==> src/rtl/hec_pkg.sv <==
package hec_pkg;

  localparam int BYTE_W    = 8;
  localparam int HDR_BYTES = 5;
  localparam int HDR_BITS  = BYTE_W * HDR_BYTES;
  localparam int CHK_BITS  = BYTE_W * (HDR_BYTES - 1);

  localparam logic [BYTE_W-1:0] GEN_POLY = 8'h07;
  localparam logic [BYTE_W-1:0] COSET    = 8'h55;

  typedef enum logic [1:0] {
    MODE_PASS     = 2'b00,
    MODE_FIX_KEEP = 2'b01,
    MODE_DROP     = 2'b10,
    MODE_FIX_DROP = 2'b11
  } hecMode_e;

  // strobes from control to datapath
  typedef struct packed {
    logic decide;    // fifth header byte present at the input this cycle
    logic applyFix;  // write repaired header and regenerated checksum
    logic dropCell;  // verdict for the cell being decided
  } hecStrobe_t;

  // CRC-8, MSB first, initial value zero
  function automatic logic [BYTE_W-1:0] crcOver(input logic [CHK_BITS-1:0] bits);
    logic [BYTE_W-1:0] r;
    r = '0;
    for (int i = CHK_BITS - 1; i >= 0; i--) begin
      if (r[BYTE_W-1] ^ bits[i]) r = {r[BYTE_W-2:0], 1'b0} ^ GEN_POLY;
      else                       r = {r[BYTE_W-2:0], 1'b0};
    end
    return r;
  endfunction

  // syndrome left by a lone flipped bit; pos 0 is the checksum LSB
  function automatic logic [BYTE_W-1:0] singleSyn(input int pos);
    logic [CHK_BITS-1:0] one;
    one = {{(CHK_BITS-1){1'b0}}, 1'b1};
    if (pos < BYTE_W) return {{(BYTE_W-1){1'b0}}, 1'b1} << pos;
    return crcOver(one << (pos - BYTE_W));
  endfunction

endpackage

==> src/rtl/hec_syndrome.sv <==
module hec_syndrome
  import hec_pkg::*;
(
  input  logic [HDR_BITS-1:0] rawHdr,
  output logic [BYTE_W-1:0]   syndrome,
  output logic                singleHit,
  output logic [HDR_BITS-1:0] flipMask
);

  assign syndrome = crcOver(rawHdr[HDR_BITS-1:BYTE_W]) ^ COSET ^ rawHdr[BYTE_W-1:0];

  for (genvar p = 0; p < HDR_BITS; p++) begin : g_pos
    localparam logic [BYTE_W-1:0] SIG = singleSyn(p);
    assign flipMask[p] = (syndrome == SIG);
  end

  assign singleHit = |flipMask;

  // a syndrome points at no more than one bit
  always_comb begin
    assert_one_flip_R5: assert ($onehot0(flipMask))
      else $error("syndrome matched several single-bit patterns");
  end

endmodule

==> src/rtl/hec_datapath.sv <==
module hec_datapath
  import hec_pkg::*;
(
  input  logic              clk,
  input  logic              rst_n,
  input  logic              inValid,
  input  logic              inSoc,
  input  logic [BYTE_W-1:0] inData,
  input  hecStrobe_t        strobe,
  output logic              hdrBad,
  output logic              hdrSingle,
  output logic              outValid,
  output logic              outSoc,
  output logic [BYTE_W-1:0] outData,
  output logic              outDrop
);

  localparam int LAST = HDR_BYTES - 1;

  logic [BYTE_W-1:0] dat [HDR_BYTES];
  logic [LAST:0]     vld;
  logic [LAST:0]     sop;
  logic              dropReg;

  logic [HDR_BITS-1:0] rawHdr;
  logic [HDR_BITS-1:0] flipMask;
  logic [HDR_BITS-1:0] fixedHdr;
  logic [BYTE_W-1:0]   syndrome;
  logic [BYTE_W-1:0]   regenHec;
  logic [BYTE_W-1:0]   shiftIn [HDR_BYTES];

  // header byte j sits in stage LAST-1-j while its checksum is at the input
  for (genvar j = 0; j < HDR_BYTES - 1; j++) begin : g_raw
    assign rawHdr[HDR_BITS-1-j*BYTE_W -: BYTE_W] = dat[LAST-1-j];
  end
  assign rawHdr[BYTE_W-1:0] = inData;

  hec_syndrome u_syn (
    .rawHdr   (rawHdr),
    .syndrome (syndrome),
    .singleHit(hdrSingle),
    .flipMask (flipMask)
  );

  assign hdrBad   = |syndrome;
  assign fixedHdr = rawHdr ^ flipMask;
  assign regenHec = crcOver(fixedHdr[HDR_BITS-1:BYTE_W]) ^ COSET;

  assign shiftIn[0] = strobe.applyFix ? regenHec : inData;
  for (genvar k = 1; k < HDR_BYTES; k++) begin : g_shift
    assign shiftIn[k] = strobe.applyFix
                      ? fixedHdr[HDR_BITS-1-(LAST-k)*BYTE_W -: BYTE_W]
                      : dat[k-1];
  end

  always_ff @(posedge clk or negedge rst_n) begin
    if (!rst_n) begin
      for (int k = 0; k < HDR_BYTES; k++) dat[k] <= '0;
      vld     <= '0;
      sop     <= '0;
      dropReg <= 1'b0;
    end else begin
      for (int k = 0; k < HDR_BYTES; k++) dat[k] <= shiftIn[k];
      vld <= {vld[LAST-1:0], inValid};
      sop <= {sop[LAST-1:0], inValid & inSoc};
      if (strobe.decide) dropReg <= strobe.dropCell;
    end
  end

  assign outValid = vld[LAST];
  assign outSoc   = sop[LAST];
  assign outData  = dat[LAST];
  assign outDrop  = dropReg & vld[LAST];

  // after a rewrite the held header carries a consistent checksum
  assert_regen_hec_R6: assert property (@(posedge clk) disable iff (!rst_n)
    strobe.applyFix |=> ((crcOver({dat[4], dat[3], dat[2], dat[1]}) ^ COSET) == dat[0]));

  // without a rewrite the line only shifts
  assert_plain_shift_R2: assert property (@(posedge clk) disable iff (!rst_n)
    !strobe.applyFix |=> (dat[1] == $past(dat[0])));

endmodule

==> src/rtl/hec_control.sv <==
module hec_control
  import hec_pkg::*;
#(
  parameter int CNT_W = 16
) (
  input  logic             clk,
  input  logic             rst_n,
  input  logic             inValid,
  input  logic             inSoc,
  input  logic [1:0]       mode,
  input  logic             hdrBad,
  input  logic             hdrSingle,
  output hecStrobe_t       strobe,
  output logic [CNT_W-1:0] badCount
);

  localparam int               POS_W   = $clog2(HDR_BYTES + 1);
  localparam logic [POS_W-1:0] HEC_POS = POS_W'(HDR_BYTES - 1);
  localparam logic [CNT_W-1:0] CNT_MAX = '1;

  logic [POS_W-1:0] pos;
  logic             inHdr;
  logic             hecNow;
  logic             bump;

  // pos is the index of the next header byte while inHdr is set
  always_ff @(posedge clk or negedge rst_n) begin
    if (!rst_n) begin
      pos   <= '0;
      inHdr <= 1'b0;
    end else if (inValid) begin
      if (inSoc) begin
        pos   <= POS_W'(1);
        inHdr <= 1'b1;
      end else if (inHdr) begin
        if (pos == HEC_POS) inHdr <= 1'b0;
        else                pos   <= pos + 1'b1;
      end
    end
  end

  assign hecNow = inValid && !inSoc && inHdr && (pos == HEC_POS);

  always_comb begin
    strobe        = '0;
    bump          = 1'b0;
    strobe.decide = hecNow;
    if (hecNow) begin
      unique case (hecMode_e'(mode))
        MODE_PASS: ;
        MODE_FIX_KEEP: begin
          strobe.applyFix = 1'b1;
          bump            = hdrBad && !hdrSingle;
        end
        MODE_DROP: begin
          strobe.dropCell = hdrBad;
          bump            = hdrBad;
        end
        MODE_FIX_DROP: begin
          strobe.applyFix = 1'b1;
          strobe.dropCell = hdrBad && !hdrSingle;
          bump            = hdrBad && !hdrSingle;
        end
      endcase
    end
  end

  always_ff @(posedge clk or negedge rst_n) begin
    if (!rst_n)                           badCount <= '0;
    else if (bump && badCount != CNT_MAX) badCount <= badCount + 1'b1;
  end

  assert_count_step_R10: assert property (@(posedge clk) disable iff (!rst_n)
    1'b1 |=> (badCount == $past(badCount)) || (badCount == $past(badCount) + 1'b1));

  assert_count_hold_R10: assert property (@(posedge clk) disable iff (!rst_n)
    (badCount == CNT_MAX) |=> (badCount == CNT_MAX));

  assert_pass_quiet_R4: assert property (@(posedge clk) disable iff (!rst_n)
    (hecNow && mode == MODE_PASS) |=> $stable(badCount));

  assert_repair_quiet_R8: assert property (@(posedge clk) disable iff (!rst_n)
    (hecNow && hdrSingle && mode[0]) |=> $stable(badCount));

endmodule

==> src/rtl/hec_check_unit.sv <==
module hec_check_unit
  import hec_pkg::*;
#(
  parameter int CNT_W = 16
) (
  input  logic             clk,
  input  logic             rst_n,
  input  logic [1:0]       mode,
  input  logic             inValid,
  input  logic             inSoc,
  input  logic [7:0]       inData,
  output logic             outValid,
  output logic             outSoc,
  output logic [7:0]       outData,
  output logic             outDrop,
  output logic [CNT_W-1:0] badCount
);

  hecStrobe_t strobe;
  logic       hdrBad;
  logic       hdrSingle;

  hec_control #(.CNT_W(CNT_W)) u_ctrl (
    .clk      (clk),
    .rst_n    (rst_n),
    .inValid  (inValid),
    .inSoc    (inSoc),
    .mode     (mode),
    .hdrBad   (hdrBad),
    .hdrSingle(hdrSingle),
    .strobe   (strobe),
    .badCount (badCount)
  );

  hec_datapath u_dp (
    .clk      (clk),
    .rst_n    (rst_n),
    .inValid  (inValid),
    .inSoc    (inSoc),
    .inData   (inData),
    .strobe   (strobe),
    .hdrBad   (hdrBad),
    .hdrSingle(hdrSingle),
    .outValid (outValid),
    .outSoc   (outSoc),
    .outData  (outData),
    .outDrop  (outDrop)
  );

  // the discard flag never rises in the middle of a cell
  assert_drop_at_boundary_R11: assert property (@(posedge clk) disable iff (!rst_n)
    (outValid && !outSoc && $past(outValid)) |-> (outDrop == $past(outDrop)));

endmodule

==> config.mk <==
export PLATFORM = sky130hd
export DESIGN_NAME = hec_check_unit
export DESIGN_NICKNAME = d
export VERILOG_FILES = /design/src/rtl/hec_pkg.sv /design/src/rtl/hec_syndrome.sv /design/src/rtl/hec_datapath.sv /design/src/rtl/hec_control.sv /design/src/rtl/hec_check_unit.sv
export SDC_FILE = /design/constraint.sdc
export NUM_CORES = 1
export LEC_CHECK = 0
export ABC_AREA = 1
export BUFFER_PORTS_ARGS = -buffer_cell sky130_fd_sc_hd__buf_2
export CAP_MARGIN = 30
export CORE_UTILIZATION = 28
export DETAILED_ROUTE_END_ITERATION = 6
export SYNTH_ARGS = -nofsm -noshare
export SYNTH_HDL_FRONTEND = slang
export SYNTH_SLANG_ARGS = --single-unit
==> constraint.sdc <==
create_clock -name clk -period 13.91 [get_ports clk]
set_clock_uncertainty 0.2 [all_clocks]
set_input_delay 4.173 -clock clk [delete_from_list [all_inputs] [get_ports clk]]
set_output_delay 4.173 -clock clk [all_outputs]
set_load 0.01 [all_outputs]
==> summary.txt <==
Clocking
  • Cts repair resizes: 0
  • H-tree depth: 3
  • Maximum root-to-sink buffer count: 2
  • Post-CTS Setup Inserts: 0
  • Sink Count: 71
  • CTS tree: done
  • Clk Latency, worst-skew pair: 350 ps
  • Hold Buf Count CTS: 0
  • Root Driver: clkbuf_16
  • Clk slew on worst S/H paths: 60 ps
  • Num CTS Buffers: 9

Layout
  • Footprint of the multi-input gates: 4460 um^2
  • # nets final: 1200
  • Final instance area: 7730 um^2
  • Layout cell share with drive strength beyond 1: 0.136
  • Area grow syn2layout: 11.8%
  • Antenna diodes: 0
  • FF+latch area: 1780 um^2
  • Fillers: 2698
  • Final cell count without fillers: 1512

Place
  • Port bufs: 40
  • GPL Wtd Cong: 0.939
  • Placed cell areas: 7380 um^2
  • Dpl hpwl: 17200 um
  • Dpl ws: 5920 ps
  • Placed Cells: 1495

Route
  • Vias: 6993
  • Drt total wl: 20900 um
  • Initial DRC count: 457
  • WL per Instance: 13.9 um
  • Remaining routing DRC violations: 0
  • Routed Antenna Nets: 0
  • TritonRoute pass-1 iters: 7
  • Vias per cell: 4.63

Setup path
  • Req. time, crit path: 13940 ps
  • WP depth: 30
  • WP buf/inv: 1
  • Critical path type: primary input to flop
  • Family with the most delay on the worst path: simple AND/OR/NAND/NOR gates
  • Crit-path max cell delay: 440 ps
  • Reg2Reg Depth: 43
  • Crit end category: flop
  • Most frequent CP cell: nand2_1
  • CP startpoint kind: primary input
  • Maximum fanout along the worst path: 5
  • Arr. time, crit path: 7710 ps
  • Slowest-stage cell, CP: xor2_1

Logic synthesis
  • Avg Cell Area, Syn: 6.00 um^2
  • Syn. warnings: 0
  • Post-synth top cells: 511 x nand2_1, 136 x nand3_1, 121 x inv_1
  • Area leader, netlist: nand2_1
  • Most frequent cell after synthesis: nand2_1
  • Post-Syn Instances: 1152
  • Async SR Flop Fraction: 1.00
  • EDFF count, synth: 0
  • Post-Syn Area: 6910 um^2
  • Post-synthesis register bit count: 71
  • Top cells by area, synth: nand2_1 28%, dfrtp_1 26%, nand3_1 9.8%
  • Post-synth top area share: 0.278
  • Syn nets: 1169
  • Main synth FF type: dfrtp_1
  • Synth unique cells: 36
  • Sequential share of the synthesized area: 0.257

Global route
  • First-pass GRT wire length: 33400 um
  • Vias in the first global route: 6288
  • Initial antenna violation count: 0
  • Grt total ovfl: 0
  • Largest net degree at the start of global routing: 72
  • GRT Overall Usage: 0.169

STA
  • Max-slew headroom: 0.428
  • Final Max Tran Viols: 0
  • Final setup vio count: 0
  • Slew @ Worst Pin: 853 ps
  • Setup_tns: 0 ps
  • RSZ-0062 raised after global routing: false
  • Final min period: 7680 ps
  • Final worst setup slack: 6230 ps
  • Highest clock rate: 130 MHz
  • Final period util: 0.552
  • Count of final hold-check violations: 0

Flow run
  • Max-Cap Viols: 0

Power
  • Switching share of power: 0.548
  • VDD IR-drop max: 0.000145 V
  • Share of power burned in registers: 0.171
  • Clk pwr share: 0.176
  • Final total power: 1.42 mW
  • Sw Pwr: 0.779 mW
  • Leak Pwr: 4.41 nW
  • PD cells: 184 nW/um^2
  • Internal power: 0.642 mW
  • Comb power frac: 0.654

Status
  • Status: completed

Floorplan
  • # rows: 57
  • DIE HEIGHT: 159 um
  • Starting Density: 0.285
  • Chip width: 159 um
  • Die Area: 25300 um^2
  • Core Box Area: 24200 um^2
  • I/O pins: 41

Min path
  • Worst Hold Class: flop to flop
  • Hold path depth: 0
==> final cells by class <==
class                      count  share of cell area
clock buffer                  11              0.0327
sequential                    71               0.230
inverter                     141              0.0685
clock inverter                 5             0.00826
multi-input combinational    918               0.577
timing repair buffer          42              0.0308
tap                          324              0.0525
==> cell usage in the layout (no fill, tap or decap), types with 2 or more instances in the layout <==
master     Yosys  layout
nand2_1      511     511
nand3_1      136     136
inv_1        121     121
dfrtp_1       71      71
xor2_1        48      48
nor2_1        46      46
nand2_2       42      42
o21ai_0       42      42
buf_2          3      39
inv_2         19      19
nand4_1       18      18
nand3_2       12      12
nor2_2         9       9
nand2_4        9       9
clkbuf_16      0       9
xnor2_1        8       8
nor3_1         6       6
nor4_1         5       5
nor2_4         5       5
nand3b_1       4       4
ha_1           3       3
xor2_2         2       2
or2_1          2       2
clkbuf_8       0       2
clkinv_4       0       2
buf_4         11       2
==> stage by stage <==
step	utilization	hold slack [ps]
5_1_grt	0.319	157
6_report	0.319	147
2_1_floorplan	-	131
3_5_place_dp	0.304	137
3_3_place_gp	0.304	133
4_1_cts	0.318	151
==> flip-flops by register name (all words and copies together), names as in the netlist <==
register / cells
u_dp.dat: 32
u_dp.vld: 5
u_dp.dropReg: 1
u_ctrl.badCount: 16
u_ctrl.pos: 3
u_dp.sop: 5
u_ctrl.inHdr: 1
u_dp.outData: 8
==> cells by family after synthesis <==
| logic type | synth area share |
|---|---|
| AND/OR/NAND/NOR | 0.524 |
| AO/OA/AOI/OAI | 0.0344 |
| adder cells (fa/ha/maj) | 0.00543 |
| flip-flops | 0.257 |
| XOR/XNOR | 0.0820 |
| buffers and inverters | 0.0972 |
==> routing by layer <==
metal | vias up | GRT usage | routed length (um)
met5 | - | 0 | 0
met4 | 0 | 0.0752 | 770
met3 | 40 | 0.0206 | 744
met2 | 153 | 0.274 | 9750
met1 | 3138 | 0.224 | 9680
li1 | 3662 | - | -
==> final timing paths <==
kind,start,slack (ps),end
setup reg to reg,u_dp.dat[12],8230,u_dp.dat[34]
hold / removal,u_dp.vld[0],150,u_dp.vld[1]
min in group asynchronous,rst_n,3510,u_dp.dat[24]
hold reg to reg,u_dp.vld[0],150,u_dp.vld[1]
setup / recovery,inData[2],6230,u_dp.dat[34]
max in group asynchronous,rst_n,9440,u_dp.outData[4]
==> power by group through the flow <==
stage | registers, mW | logic, mW | clock network, mW
4_1_cts | 0.242 | 0.924 | 0.255
5_1_grt | 0.245 | 1.05 | 0.263
3_5_place_dp | 0.246 | 0.919 | 0
2_1_floorplan | 0.240 | 0.737 | 0
3_3_place_gp | 0.246 | 0.911 | 0
6_report | 0.242 | 0.929 | 0.250
Note: power is estimated with default switching activity, not from simulation.
